===== src/rtl/vlcfg_pkg.sv =====
package vlcfg_pkg;
  // Default register-file geometry
  localparam int unsigned DEF_BANKS     = 4;
  localparam int unsigned DEF_ENTRIES   = 256;
  localparam int unsigned DEF_BANK_W    = 128;
  localparam int unsigned DEF_ELEM_W    = 64;
  localparam int unsigned DEF_MAX_VREGS = 256;
  localparam int unsigned DEF_MAX_PREGS = 16;
  localparam int unsigned DEF_AVL_W     = 32;

  // Outcome of a set-length request
  typedef enum logic [1:0] {
    REQ_IDLE  = 2'd0,
    REQ_GRANT = 2'd1,
    REQ_REFUSE = 2'd2
  } req_res_e;
endpackage


===== src/rtl/vlcfg_decode.sv =====
module vlcfg_decode #(
  parameter int unsigned CNT_W     = 9,
  parameter int unsigned PCNT_W    = 5,
  parameter int unsigned MAX_VREGS = 256,
  parameter int unsigned MAX_PREGS = 16,
  localparam int unsigned CFG_W    = 3*CNT_W + PCNT_W,
  localparam int unsigned DEN_W    = CNT_W + 1
) (
  input  logic [CFG_W-1:0] cfg_word,
  output logic             legal,
  output logic [DEN_W-1:0] weight
);
  localparam int unsigned DS_W = CNT_W + 2;
  localparam int unsigned WW   = CNT_W + 3;
  localparam logic [DS_W-1:0]   VREG_LIM = DS_W'(MAX_VREGS);
  localparam logic [PCNT_W-1:0] PREG_LIM = PCNT_W'(MAX_PREGS);

  logic [CNT_W-1:0]  n64, n32, n16;
  logic [PCNT_W-1:0] npr;
  logic [DS_W-1:0]   dsum;
  logic [WW-1:0]     quarters;
  logic [WW-1:0]     rounded;

  always_comb begin
    n64 = cfg_word[CNT_W-1:0];
    n32 = cfg_word[2*CNT_W-1:CNT_W];
    n16 = cfg_word[3*CNT_W-1:2*CNT_W];
    npr = cfg_word[CFG_W-1:3*CNT_W];
    dsum = {2'b00, n64} + {2'b00, n32} + {2'b00, n16};
    legal = (dsum <= VREG_LIM) && (npr <= PREG_LIM);
    // Weight in quarter-register units, then ceiling to whole registers
    quarters = {1'b0, n64, 2'b00} + {2'b00, n32, 1'b0} + {3'b000, n16};
    rounded  = quarters + WW'(3);
    weight   = rounded[WW-1:2];
  end
endmodule


===== src/rtl/vlcfg_divider.sv =====
module vlcfg_divider #(
  parameter int unsigned SLOTS = 2048,
  parameter int unsigned GRAN  = 8,
  parameter int unsigned DEN_W = 10,
  localparam int unsigned VL_W = $clog2(SLOTS + 1)
) (
  input  logic [DEN_W-1:0] den,
  output logic [VL_W-1:0]  maxvl
);
  localparam int unsigned RW     = DEN_W + 1;
  localparam int unsigned GRAN_LG = $clog2(GRAN);
  localparam logic [VL_W-1:0] NUM = VL_W'(SLOTS);

  logic [RW-1:0]   rem;
  logic [VL_W-1:0] quo;

  // Restoring division of the fixed slot count by the weight
  always_comb begin
    rem = '0;
    quo = '0;
    for (int i = VL_W - 1; i >= 0; i--) begin
      rem = {rem[RW-2:0], NUM[i]};
      if (rem >= {1'b0, den}) begin
        rem    = rem - {1'b0, den};
        quo[i] = 1'b1;
      end
    end
    if (den == '0) maxvl = NUM;
    else           maxvl = {quo[VL_W-1:GRAN_LG], {GRAN_LG{1'b0}}};
  end
endmodule


===== src/rtl/vlcfg_grant.sv =====
module vlcfg_grant
  import vlcfg_pkg::*;
#(
  parameter int unsigned AVL_W = 32,
  parameter int unsigned VL_W  = 12
) (
  input  logic             req_valid,
  input  logic [AVL_W-1:0] req_avl,
  input  logic             req_strict,
  input  logic [VL_W-1:0]  maxvl,
  output req_res_e         res,
  output logic [VL_W-1:0]  gvl
);
  logic over;
  always_comb begin
    over = req_avl > {{(AVL_W-VL_W){1'b0}}, maxvl};
    gvl  = over ? maxvl : req_avl[VL_W-1:0];
    if (!req_valid)          res = REQ_IDLE;
    else if (over && req_strict) res = REQ_REFUSE;
    else                     res = REQ_GRANT;
  end
endmodule


===== src/rtl/vlcfg_unit.sv =====
module vlcfg_unit
  import vlcfg_pkg::*;
#(
  parameter int unsigned BANKS     = DEF_BANKS,
  parameter int unsigned ENTRIES   = DEF_ENTRIES,
  parameter int unsigned BANK_W    = DEF_BANK_W,
  parameter int unsigned ELEM_W    = DEF_ELEM_W,
  parameter int unsigned MAX_VREGS = DEF_MAX_VREGS,
  parameter int unsigned MAX_PREGS = DEF_MAX_PREGS,
  parameter int unsigned AVL_W     = DEF_AVL_W,
  localparam int unsigned SLOTS    = BANKS * ENTRIES * BANK_W / ELEM_W,
  localparam int unsigned GRAN     = BANKS * BANK_W / ELEM_W,
  localparam int unsigned VL_W     = $clog2(SLOTS + 1),
  localparam int unsigned CNT_W    = $clog2(MAX_VREGS + 1),
  localparam int unsigned PCNT_W   = $clog2(MAX_PREGS + 1),
  localparam int unsigned CFG_W    = 3*CNT_W + PCNT_W
) (
  input  logic             clk,
  input  logic             rst_n,
  input  logic             cfg_we,
  input  logic [CFG_W-1:0] cfg_word,
  input  logic             req_valid,
  input  logic [AVL_W-1:0] req_avl,
  input  logic             req_strict,
  output logic             grant_valid,
  output logic [VL_W-1:0]  grant_vl,
  output logic [VL_W-1:0]  vl,
  output logic [VL_W-1:0]  maxvl,
  output logic             cfg_bad,
  output logic             len_exc
);
  localparam int unsigned DEN_W = CNT_W + 1;
  localparam logic [VL_W-1:0] SLOTS_V = VL_W'(SLOTS);

  // Reset: asserted asynchronously, released through two flops
  logic [1:0] rst_pipe;
  logic       rst_sn;
  always_ff @(posedge clk or negedge rst_n) begin
    if (!rst_n) rst_pipe <= 2'b00;
    else        rst_pipe <= {rst_pipe[0], 1'b1};
  end
  assign rst_sn = rst_pipe[1];

  logic             cfg_legal;
  logic [DEN_W-1:0] weight;
  logic [VL_W-1:0]  new_max;
  req_res_e         res;
  logic [VL_W-1:0]  gvl;

  vlcfg_decode #(
    .CNT_W(CNT_W), .PCNT_W(PCNT_W),
    .MAX_VREGS(MAX_VREGS), .MAX_PREGS(MAX_PREGS)
  ) u_dec (
    .cfg_word(cfg_word), .legal(cfg_legal), .weight(weight)
  );

  vlcfg_divider #(
    .SLOTS(SLOTS), .GRAN(GRAN), .DEN_W(DEN_W)
  ) u_div (
    .den(weight), .maxvl(new_max)
  );

  vlcfg_grant #(
    .AVL_W(AVL_W), .VL_W(VL_W)
  ) u_grt (
    .req_valid(req_valid), .req_avl(req_avl), .req_strict(req_strict),
    .maxvl(maxvl), .res(res), .gvl(gvl)
  );

  // Next state
  logic            max_en, vl_en, gvl_en;
  logic [VL_W-1:0] max_d, vl_d;
  logic            gv_d, bad_d, exc_d;

  always_comb begin
    max_en = cfg_we && cfg_legal;
    max_d  = new_max;
    gvl_en = (res == REQ_GRANT);
    gv_d   = (res == REQ_GRANT);
    exc_d  = (res == REQ_REFUSE);
    bad_d  = cfg_we && !cfg_legal;
    vl_en  = max_en || gvl_en;
    vl_d   = max_en ? '0 : gvl;
  end

  // Registers
  always_ff @(posedge clk or negedge rst_sn) begin
    if (!rst_sn) begin
      maxvl       <= SLOTS_V;
      vl          <= '0;
      grant_vl    <= '0;
      grant_valid <= 1'b0;
      cfg_bad     <= 1'b0;
      len_exc     <= 1'b0;
    end else begin
      if (max_en) maxvl    <= max_d;
      if (vl_en)  vl       <= vl_d;
      if (gvl_en) grant_vl <= gvl;
      grant_valid <= gv_d;
      cfg_bad     <= bad_d;
      len_exc     <= exc_d;
    end
  end
endmodule


===== config.mk =====
export PLATFORM = sky130hd
export DESIGN_NAME = vlcfg_unit
export DESIGN_NICKNAME = d
export VERILOG_FILES = /design/src/rtl/vlcfg_pkg.sv /design/src/rtl/vlcfg_decode.sv /design/src/rtl/vlcfg_divider.sv /design/src/rtl/vlcfg_grant.sv /design/src/rtl/vlcfg_unit.sv
export SDC_FILE = /design/constraint.sdc
export NUM_CORES = 1
export LEC_CHECK = 0
export ABC_CLOCK_PERIOD_IN_PS = 1200
export BUFFER_PORTS_ARGS = -buffer_cell sky130_fd_sc_hd__buf_4
export CAP_MARGIN = 15
export CORE_ASPECT_RATIO = 0.9
export CORE_MARGIN = 8
export CORE_UTILIZATION = 54
export CTS_CLUSTER_SIZE = 10
export DETAILED_ROUTE_END_ITERATION = 10
export PLACE_DENSITY = 0.86
export SYNTH_ARGS = -nofsm -noshare
export SYNTH_HDL_FRONTEND = slang
export SYNTH_SLANG_ARGS = --single-unit

===== constraint.sdc =====
create_clock -name clk -period 1.2 [get_ports clk]
set_clock_uncertainty 0.2 [all_clocks]
set_input_delay 0.24 -clock clk [delete_from_list [all_inputs] [get_ports clk]]
set_output_delay 0.24 -clock clk [all_outputs]
set_load 0.05 [all_outputs]

==> results.md, run 1 <==
- Halt point of the flow: clock tree synthesis
- Placement-stage worst setup slack: -17520 ps
- Setup repair bufs after CTS: between 70 and 80
- Count of synthesis-stage warnings from yosys: 0
- Number of flip-flops and latches in the synthesized netlist: 38
- Average cell area after synthesis: approximately 8.1 sq um
- Port Buffer Count: approximately 100
- Post-synth top flop: dfrtp_1
- Ports: roughly 110
- Global placement routability congestion: roughly 1.0
- Number of enable flip-flop cells after synthesis: 0
- Site Rows: 40
- Root buffer selected by CTS: clkbuf_16
- Tool error message: [ERROR DPL-0033] detailed placement checks failed during check placement.
- Width of the chip: approximately 140 microns
- Starting density of the core: between 50% and 60%
- Total CTS buffers: 5
- Run status: stopped before the end
- Level count of the clock H-tree: 2
- Total of hold buffers inserted after clock tree synthesis: 4
- Cts repair resizes: 260
- Number of clock sinks: 38
- Sequential fraction of the synthesis area: around an eighth
- Post-synthesis cell count: 922
- Vertical die dimension: 127 microns
- Synth async-reset ratio: 100%
- Netlist area before placement: roughly 7400 sq um
- Count of distinct cell types in the synthesized netlist: 86
- HPWL after detailed placement: around 27000 microns
- Bufs on Longest Clock Path: 2
## synth_stat cells (7+ instances only)
| master | n | area (sq um) |
|---|---|---|
| a211oi_1 | 14 | 105 |
| a21o_1 | 27 | 203 |
| a21oi_1 | 88 | 440 |
| a31oi_1 | 8 | 50.1 |
| and2_1 | 12 | 75.1 |
| clkbuf_1 | 15 | 56.3 |
| dfrtp_1 | 37 | 926 |
| fa_1 | 10 | 200 |
| ha_1 | 111 | 1390 |
| inv_1 | 47 | 176 |
| mux2_2 | 32 | 360 |
| mux2i_1 | 20 | 200 |
| nand2_1 | 51 | 191 |
| nand2b_1 | 20 | 125 |
| nand3_1 | 8 | 40.0 |
| nand4_1 | 11 | 68.8 |
| nor2_1 | 66 | 248 |
| nor2b_1 | 19 | 119 |
| nor3_1 | 23 | 115 |
| nor4_1 | 7 | 43.8 |
| o21a_1 | 21 | 158 |
| o21ai_0 | 58 | 290 |
| o21bai_1 | 11 | 82.6 |
| o22ai_1 | 7 | 43.8 |
| xnor2_1 | 44 | 385 |
| xor2_1 | 17 | 149 |
## logic make-up after synthesis
logic type,after synthesis,synth area share (%)
other,2,0.101
muxes,54,7.95
xor gates and xnor gates,62,7.41
DFF,38,12.8
adders and majority gates,121,21.4
buffers and inverters,78,4.57
AOI/OAI and AO/OA,306,27.3
and+or+nand+nor,261,18.4
## per-stage QoR
| step | setup TNS (ps) | cells | util [%] | cell area [sq um] |
|---|---|---|---|---|
| global placement | -145110 | 1496 | 83.1 | 11200 |
| floorplan | -136830 | 924 | - | 7930 |
| detailed placement | -158450 | 1496 | 83.1 | 11200 |
==> run 2: changes to the inputs <==
--- a/config.mk
+++ b/config.mk
@@ -5,15 +5,13 @@
 export SDC_FILE = /design/constraint.sdc
 export NUM_CORES = 1
 export LEC_CHECK = 0
-export ABC_CLOCK_PERIOD_IN_PS = 1200
+export ABC_CLOCK_PERIOD_IN_PS = 1600
 export BUFFER_PORTS_ARGS = -buffer_cell sky130_fd_sc_hd__buf_4
 export CAP_MARGIN = 15
-export CORE_ASPECT_RATIO = 0.9
 export CORE_MARGIN = 8
-export CORE_UTILIZATION = 54
-export CTS_CLUSTER_SIZE = 10
+export CORE_UTILIZATION = 40
 export DETAILED_ROUTE_END_ITERATION = 10
-export PLACE_DENSITY = 0.86
+export PLACE_DENSITY_LB_ADDON = 0.15
 export SYNTH_ARGS = -nofsm -noshare
 export SYNTH_HDL_FRONTEND = slang
 export SYNTH_SLANG_ARGS = --single-unit
==> constraint.sdc (replaced) <==
create_clock -name clk -period 1.6 [get_ports clk]
set_clock_uncertainty 0.2 [all_clocks]
set_input_delay 0.32 -clock clk [delete_from_list [all_inputs] [get_ports clk]]
set_output_delay 0.32 -clock clk [all_outputs]
set_load 0.05 [all_outputs]
==> results.md, run 2 <==
- Number of enable flip-flop cells after synthesis: 0 (unchanged)
- Crit path top cell by count: buf_6
- Wire length of the first global-routing pass: roughly 46000 microns
- Cell internal power dissipation: ~21 mW
- Crit Path Max Fanout: 9
- Post-synthesis cell count: 922 (unchanged)
- Max rail drop VDD: ~2.8 mV
- Area contributors post-synth: ha_1 (19%), dfrtp_1 (12%), a21oi_1 (5.9%) (unchanged)
- Count of distinct cell types in the synthesized netlist: 86 (unchanged)
- Max_cap viols: 0
- Power density over cell area: roughly 2700 nW/um^2
- Total CTS buffers: 5 (unchanged)
- Count of vias placed by the detailed router: between 9k and 10k
- Average cell area after synthesis: 8.06 sq um (unchanged)
- Layout overhead on the synthesized area: 84.1%
- Setup repair after global routing missed its margin: true
- Data arrival at the endpoint of the critical path: around 17000 ps
- Worst Max-Slew Pin Slew: ~640 ps
- Starting density of the core: 40.2% (was 55.4%)
- Number of flip-flops and latches in the synthesized netlist: 38 (unchanged)
- Layout Nets: ~1.6k
- Final Non-Filler Cells: 1692
- Required time at the worst-slack endpoint: 1540 ps
- Register-to-Register Path Depth: 15
- Yosys top cell by area: ha_1 (unchanged)
- Fin. Hold Viols: 0
- Synth async-reset ratio: 100% (unchanged)
- Net switching power figure: roughly 16 mW
- Count of synthesis-stage warnings from yosys: 0 (unchanged)
- Top cells by count, synth: ha_1 (111), a21oi_1 (88), nor2_1 (66), o21ai_0 (58), nand2_1 (51) (unchanged)
- Bufs on Longest Clock Path: 2 (unchanged)
- Most used cells in the layout excluding fill and tap cells: buf_4 (501), ha_1 (79), nor2_1 (57)
- Global route overflow: 0
- Fraction of the mapped netlist area in adder cells: 21.4% (unchanged)
- Period utilization: 1070%
- Share of total power in combinational logic: between 90% and 100%
- Count of filler cells inserted in the layout: ~1.2k
- Post-synth top flop: dfrtp_1 (unchanged)
- Leading cell type in the layout, fill and taps excluded: buf_4
- Share of cell area taken by muxes after synthesis: 7.95% (unchanged)
- Ports: 108 (unchanged)
- Largest regs: grant_vl (12), vl (12), maxvl (9)
- Max-Slew Margin vs Limit: between 50 and 60%
- Site Rows: 50 (was 40)
- Post-Synth XOR/XNOR Area: 7.41% (unchanged)
- First-pass iteration count of the detailed router: 4
- Clock power share: under 10%
- Sort of element at the end of the critical path: flip-flop
- Total Routing Usage GR: roughly a quarter
- Classification of the worst setup path: in -> reg
- Startpoint types: input pin
- Total Wirelength: between 30000 and 40000 microns
- Largest family of logic cells by synthesized area: compound AO/OA/AOI/OAI gates (unchanged)
- Fraction of post-synthesis cell area in the top cell type by area: 18.7% (unchanged)
- Clock transition at the register clock pins on the worst setup and hold paths after CTS: around 60 ps
- Routed vias/inst: approximately 5.5
- Setup ws final: -15520 ps
- Violations in the final reports: negative setup slack
- DRC violations left: 0
- Detail Route Antenna Nets: 0
- Vertical die dimension: 152 microns (was 127 microns)
- Netlist area before placement: 7430 sq um (unchanged)
- Average detailed-routed wire length per instance: between 15 and 20 microns
- Antenna diode count: 0
- Leakage: 6.55 nW
- Maximum number of pins on one net before global-route repair: 37
- HPWL after detailed placement: 21200 microns (was 27300 microns)
- Setup TNS after final layout: -127460 ps
- CTS tree: done
- Global placement routability congestion: 0.919 (was 1.04)
- Port Buffer Count: 104 (unchanged)
- Class of the tightest hold or removal check: reg -> async
- Die Area: roughly 23000 sq um
- Via count of the first global-routing pass: between 9k and 10k
- Net Sw Frac: between 40% and 50%
- Max Transition Viols Final: 0
- Number of clock sinks: 38 (unchanged)
- Width of the chip: 152 microns (was 140 microns)
- Setup slack of the most critical reg-to-reg path: -1790 ps
- Share of layout cells above drive strength 1: 56.5%
- Clock latency at the later pin of the worst-skew pair: around 280 ps
- Total placed cells including tap cells: 1585 (was 1496)
- Count leader, synth: ha_1 (unchanged)
- Compound-gate portion of the synthesized area: 27.3% (unchanged)
- Area inside the core boundary: 18500 sq um
- Sequential fraction of the synthesis area: 12.8% (unchanged)
- Number of antenna violations at the first check in global routing: 0
- Root buffer selected by CTS: clkbuf_16 (unchanged)
- Overall power: roughly 37 mW
- Part of the power in registers: 3.5%
- Maximum clock frequency: about 58 MHz
- Level count of the clock H-tree: 2 (unchanged)
- Total setup violations reported at the end of the flow: 36
- Area taken by flip-flops and latches: around 950 sq um
- Critical Path Max Stage Delay: between 400 and 500 ps
- Slowest CP cell: fa_2
- Area of the multi-input gates: around 7600 sq um
- Number of design-rule violations left by the first detailed-router iteration: 501
- Tmin final: around 17000 ps
- Run status: complete, but fails checks (was stopped before the end)
- Synth Area in Simple Gates: 18.4% (unchanged)
[run 2: cell counts after synthesis]
Identical to the previous run, type by type.
[run 2: critical path, delay by kind of cell]
family          cells  cell delay, ps
fa+ha+maj          10            2890
mux                 2             610
simple gates       23            3580
compound gates     44            7960
buf+inv            12            1680
[run 2: kinds of logic (layout without fill, tap and decap cells)]
logic type / after synthesis / in the layout
multiplexers: 54 / 54
adder cells (fa/ha/maj): 121 / 121
other: 2 / 4
XOR/XNOR: 62 / 62
buffers and inverters: 78 / 612
AND/OR/NAND/NOR: 261 / 261
flip-flops: 38 / 38
AO/OA/AOI/OAI: 306 / 306
[run 2: layout make-up]
type / instances / share of cell area [%]
clock buffer: 6 / 1.02
sequential: 38 / 6.98
timing repair buffer: 555 / 32.5
clock inverter: 2 / 0.439
multi-input combinational: 808 / 55.5
tap: 234 / 2.14
inverter: 49 / 1.40
[run 2: per-layer routing]
layer	vias to the layer above	routed length [microns]	global-route usage, %
met3	95	1470	3.18
li1	4530	-	-
met2	274	15000	41.4
met5	-	0	0
met4	0	1180	6.19
met1	4490	12900	29.1
[run 2: per-stage QoR]
stage	hold WS (ps)	area [sq um]	util [%]	worst slack, ps
after detailed placement	-94.9	11400	61.9	-16270
after global routing	82.5	13700	74.1	-16250
after global placement	-97.9	11400	61.9	-15790
final	87.4	13700	74.1	-15520
after floorplan	-176	7930	-	-15720
after CTS	79.2	12900	70.0	-15220
[run 2: repair_timing]
action                                  4_1_cts  5_1_grt
cloned                                        4        0
hold buffers                                  1        0
endpoints found under the setup margin       37       37
endpoints found under the hold margin         2        0
buffers inserted                             58       44
pin swaps                                   110       72
gates resized for setup                     159      108
[run 2: worst paths after layout]
check,start,to
worst min-delay path,rst_pipe[1]$_DFF_PN0_,vl[8]$_DFFE_PN0P_
worst max-delay path,cfg_word[20],maxvl[3]$_DFFE_PN0P_
min in group clk,cfg_we,cfg_bad$_DFF_PN0_
worst max register to register,maxvl[4]$_DFFE_PN0P_,vl[8]$_DFFE_PN0P_
worst min register to register,rst_pipe[1]$_DFF_PN0_,vl[8]$_DFFE_PN0P_
max in group asynchronous,rst_pipe[1]$_DFF_PN0_,maxvl[5]$_DFFE_PN0P_
[run 2: power by group through the flow]
stage | combinational [mW] | sequential, mW | clock (mW)
global placement | 25.7 | 1.29 | 0
detailed placement | 26.1 | 1.30 | 0
floorplan | 15.3 | 2.01 | 0
finish | 34.6 | 1.31 | 1.32
CTS | 29.5 | 1.29 | 1.31
global route | 37.2 | 1.32 | 1.37
Power figures use the tool's default switching activity.
==> run 3: changes to the inputs <==
--- a/config.mk
+++ b/config.mk
@@ -12,6 +12,7 @@
 export CORE_UTILIZATION = 40
 export DETAILED_ROUTE_END_ITERATION = 10
 export PLACE_DENSITY_LB_ADDON = 0.15
+export SETUP_SLACK_MARGIN = 0.3
 export SYNTH_ARGS = -nofsm -noshare
 export SYNTH_HDL_FRONTEND = slang
 export SYNTH_SLANG_ARGS = --single-unit
==> results.md, run 3 (same netlist as run 2, synthesis figures left out) <==
- DRC violations left: 0 (unchanged)
- HPWL after detailed placement: 21200 microns (about the same)
- Total CTS buffers: 5 (unchanged)
- Total of hold buffers inserted after clock tree synthesis: 1 (unchanged)
- Setup ws final: -16490 ps (was -15520 ps)
- Site Rows: 50 (unchanged)
- Required time at the worst-slack endpoint: 1550 ps (was 1540 ps)
- Startpoint types: input pin (unchanged)
- Period utilization: 1130% (was 1070%)
- CTS tree: done (unchanged)
- Layout Nets: 1716 (was 1647)
- Crit path top cell by count: a21oi_2 (was buf_6)
- Count of vias placed by the detailed router: 10.6k (was 9389)
- Number of antenna violations at the first check in global routing: 0 (unchanged)
- Post-Route Hold Slack: -11.1 ps (was 87.4 ps)
- Clock latency at the later pin of the worst-skew pair: 290 ps (was 280 ps)
- Worst path buffer plus inverter count: 9 (was 12)
- Classification of the worst setup path: in -> reg (unchanged)
- Class of the tightest hold or removal check: reg -> async (unchanged)
- Detail Route Antenna Nets: 0 (unchanged)
- Number of design-rule violations left by the first detailed-router iteration: 923 (was 501)
- Data arrival at the endpoint of the critical path: 18040 ps (was 17060 ps)
- Run status: complete, but fails checks (unchanged)
- Die Area: 23200 sq um (unchanged)
- Max-Slew Margin vs Limit: 46.9% (was 57.4%)
- Global placement routability congestion: 0.960 (was 0.919)
- Clock transition at the register clock pins on the worst setup and hold paths after CTS: 60 ps (about the same)
- Crit Path Max Fanout: 8 (was 9)
- Most used cells in the layout excluding fill and tap cells: buf_4 (498), buf_6 (101), ha_1 (77) (was buf_4 (501), ha_1 (79), nor2_1 (57))
- Total placed cells including tap cells: 1590 (was 1585)
- Critical Path Source: cfg_word[20] (unchanged)
- Critical Path Max Stage Delay: 500 ps (was 490 ps)
- Number of clock sinks: 38 (unchanged)
- Vertical die dimension: 152 microns (unchanged)
- First-pass iteration count of the detailed router: 7 (was 4)
- Root buffer selected by CTS: clkbuf_16 (unchanged)
- Level count of the clock H-tree: 2 (unchanged)
- Layout Utilization: 79.1% (was 74.1%)
- Bufs on Longest Clock Path: 2 (unchanged)
- Wire length of the first global-routing pass: 51000 microns (was 45700 microns)
- Average detailed-routed wire length per instance: 22.1 microns (was 18.0 microns)
- Tmin final: 18090 ps (was 17120 ps)
- Layout overhead on the synthesized area: 96.6% (was 84.1%)
- Global route overflow: 0 (unchanged)
- Critical path endpoint: maxvl[3]$_DFFE_PN0P_ (unchanged)
- Register-to-Register Path Depth: 17 (was 15)
- Share of layout cells above drive strength 1: 59.2% (was 56.5%)
- Antenna diode count: 0 (unchanged)
- Via count of the first global-routing pass: 10.4k (was 9381)
- Violations in the final reports: negative hold slack, negative setup slack (was negative setup slack)
- Worst Max-Slew Pin Slew: 790 ps (was 636 ps)
- Leading cell type in the layout, fill and taps excluded: buf_4 (unchanged)
- Total Wirelength: 39000 microns (was 30500 microns)
- Kind of cell adding the most delay to the critical path: compound AO/OA/AOI/OAI gates (unchanged)
- Largest regs: grant_vl (12), vl (12), maxvl (9) (unchanged)
- Instance count on the critical path: 95 (was 91)
- Maximum clock frequency: 55.3 MHz (was 58.4 MHz)
- Max_cap viols: 0 (unchanged)
- Fin. Hold Viols: 11 (was 0)
- Slowest CP cell: or4_4 (was fa_2)
- Max Transition Viols Final: 0 (unchanged)
- Worst reg2reg path endpoint: vl[7]$_DFFE_PN0P_ (was vl[8]$_DFFE_PN0P_)
- Routed vias/inst: 6.04 (was 5.55)
- Startpoint of the lowest-slack register-to-register path: maxvl[4]$_DFFE_PN0P_ (unchanged)
- Setup repair after global routing missed its margin: true (unchanged)
- Final Non-Filler Cells: 1761 (was 1692)
- Total Routing Usage GR: 26.2% (was 23.3%)
- Maximum number of pins on one net before global-route repair: 26 (was 37)
- Starting density of the core: 40.2% (unchanged)
- Setup slack of the most critical reg-to-reg path: -1950 ps (was -1790 ps)
- Width of the chip: 152 microns (unchanged)
- Port Buffer Count: 104 (unchanged)
- Placement-stage worst setup slack: -16230 ps (was -16270 ps)
- Total setup violations reported at the end of the flow: 37 (was 36)
- Area inside the core boundary: 18500 sq um (unchanged)
- Sort of element at the end of the critical path: flip-flop (unchanged)
- Ports: 108 (unchanged)
[run 3: how the worst min path moves through the flow]
stage	slack, ps	from	endpoint	cells past startpoint
4_1_cts	-20	rst_pipe[1]$_DFF_PN0_	vl[3]$_DFFE_PN0P_	0
3_3_place_gp	-100	rst_n	rst_pipe[0]$_DFF_PN0_	1
2_1_floorplan	-180	rst_n	rst_pipe[0]$_DFF_PN0_	0
3_5_place_dp	-90	rst_n	rst_pipe[0]$_DFF_PN0_	1
6_report	-10	rst_pipe[1]$_DFF_PN0_	vl[3]$_DFFE_PN0P_	0
5_1_grt	6	rst_pipe[1]$_DFF_PN0_	maxvl[7]$_DFFE_PN0P_	0
[run 3: area by class of cell]
type                    count  area, sq um
clock buffers               6          129
repair buffers            624         5330
fillers                  1036         3850
flip-flops and latches     38          957
clock inverters             2         13.8
multi-input cells         808         7690
inverters                  49          188
well taps                 234          293
[run 3: layer usage]
| metal | routed length, microns | GRT usage, % |
|---|---|---|
| met5 | 0 | 0 |
| met2 | 18600 | 46.7 |
| met1 | 14600 | 31.2 |
| met4 | 2810 | 10.2 |
| met3 | 2920 | 3.66 |
[run 3: timing repair]
| action | CTS | global route |
|---|---|---|
| pin swaps | 91 | 68 |
| endpoints found under the hold margin | 13 | 11 |
| gates resized for setup | 256 | 103 |
| buffers inserted | 113 | 45 |
| endpoints found under the setup margin | 72 | 72 |
| gates cloned | 3 | 1 |
[run 3: through the flow]
| stage | hold WS, ps | instance area, sq um | setup TNS (ps) |
|---|---|---|---|
| floorplan | -176 | 7930 | -124110 |
| global placement | -97.0 | 11500 | -136740 |
| detailed placement | -95.0 | 11500 | -139690 |
| CTS | -23.4 | 13800 | -127630 |
| global route | 6.41 | 14600 | -142900 |
| finish | -11.1 | 14600 | -138120 |
Power of run 3 is left out: the tool's default activity adds up to more than one toggle a clock period on the data nets, which glitch-free logic cannot reach.
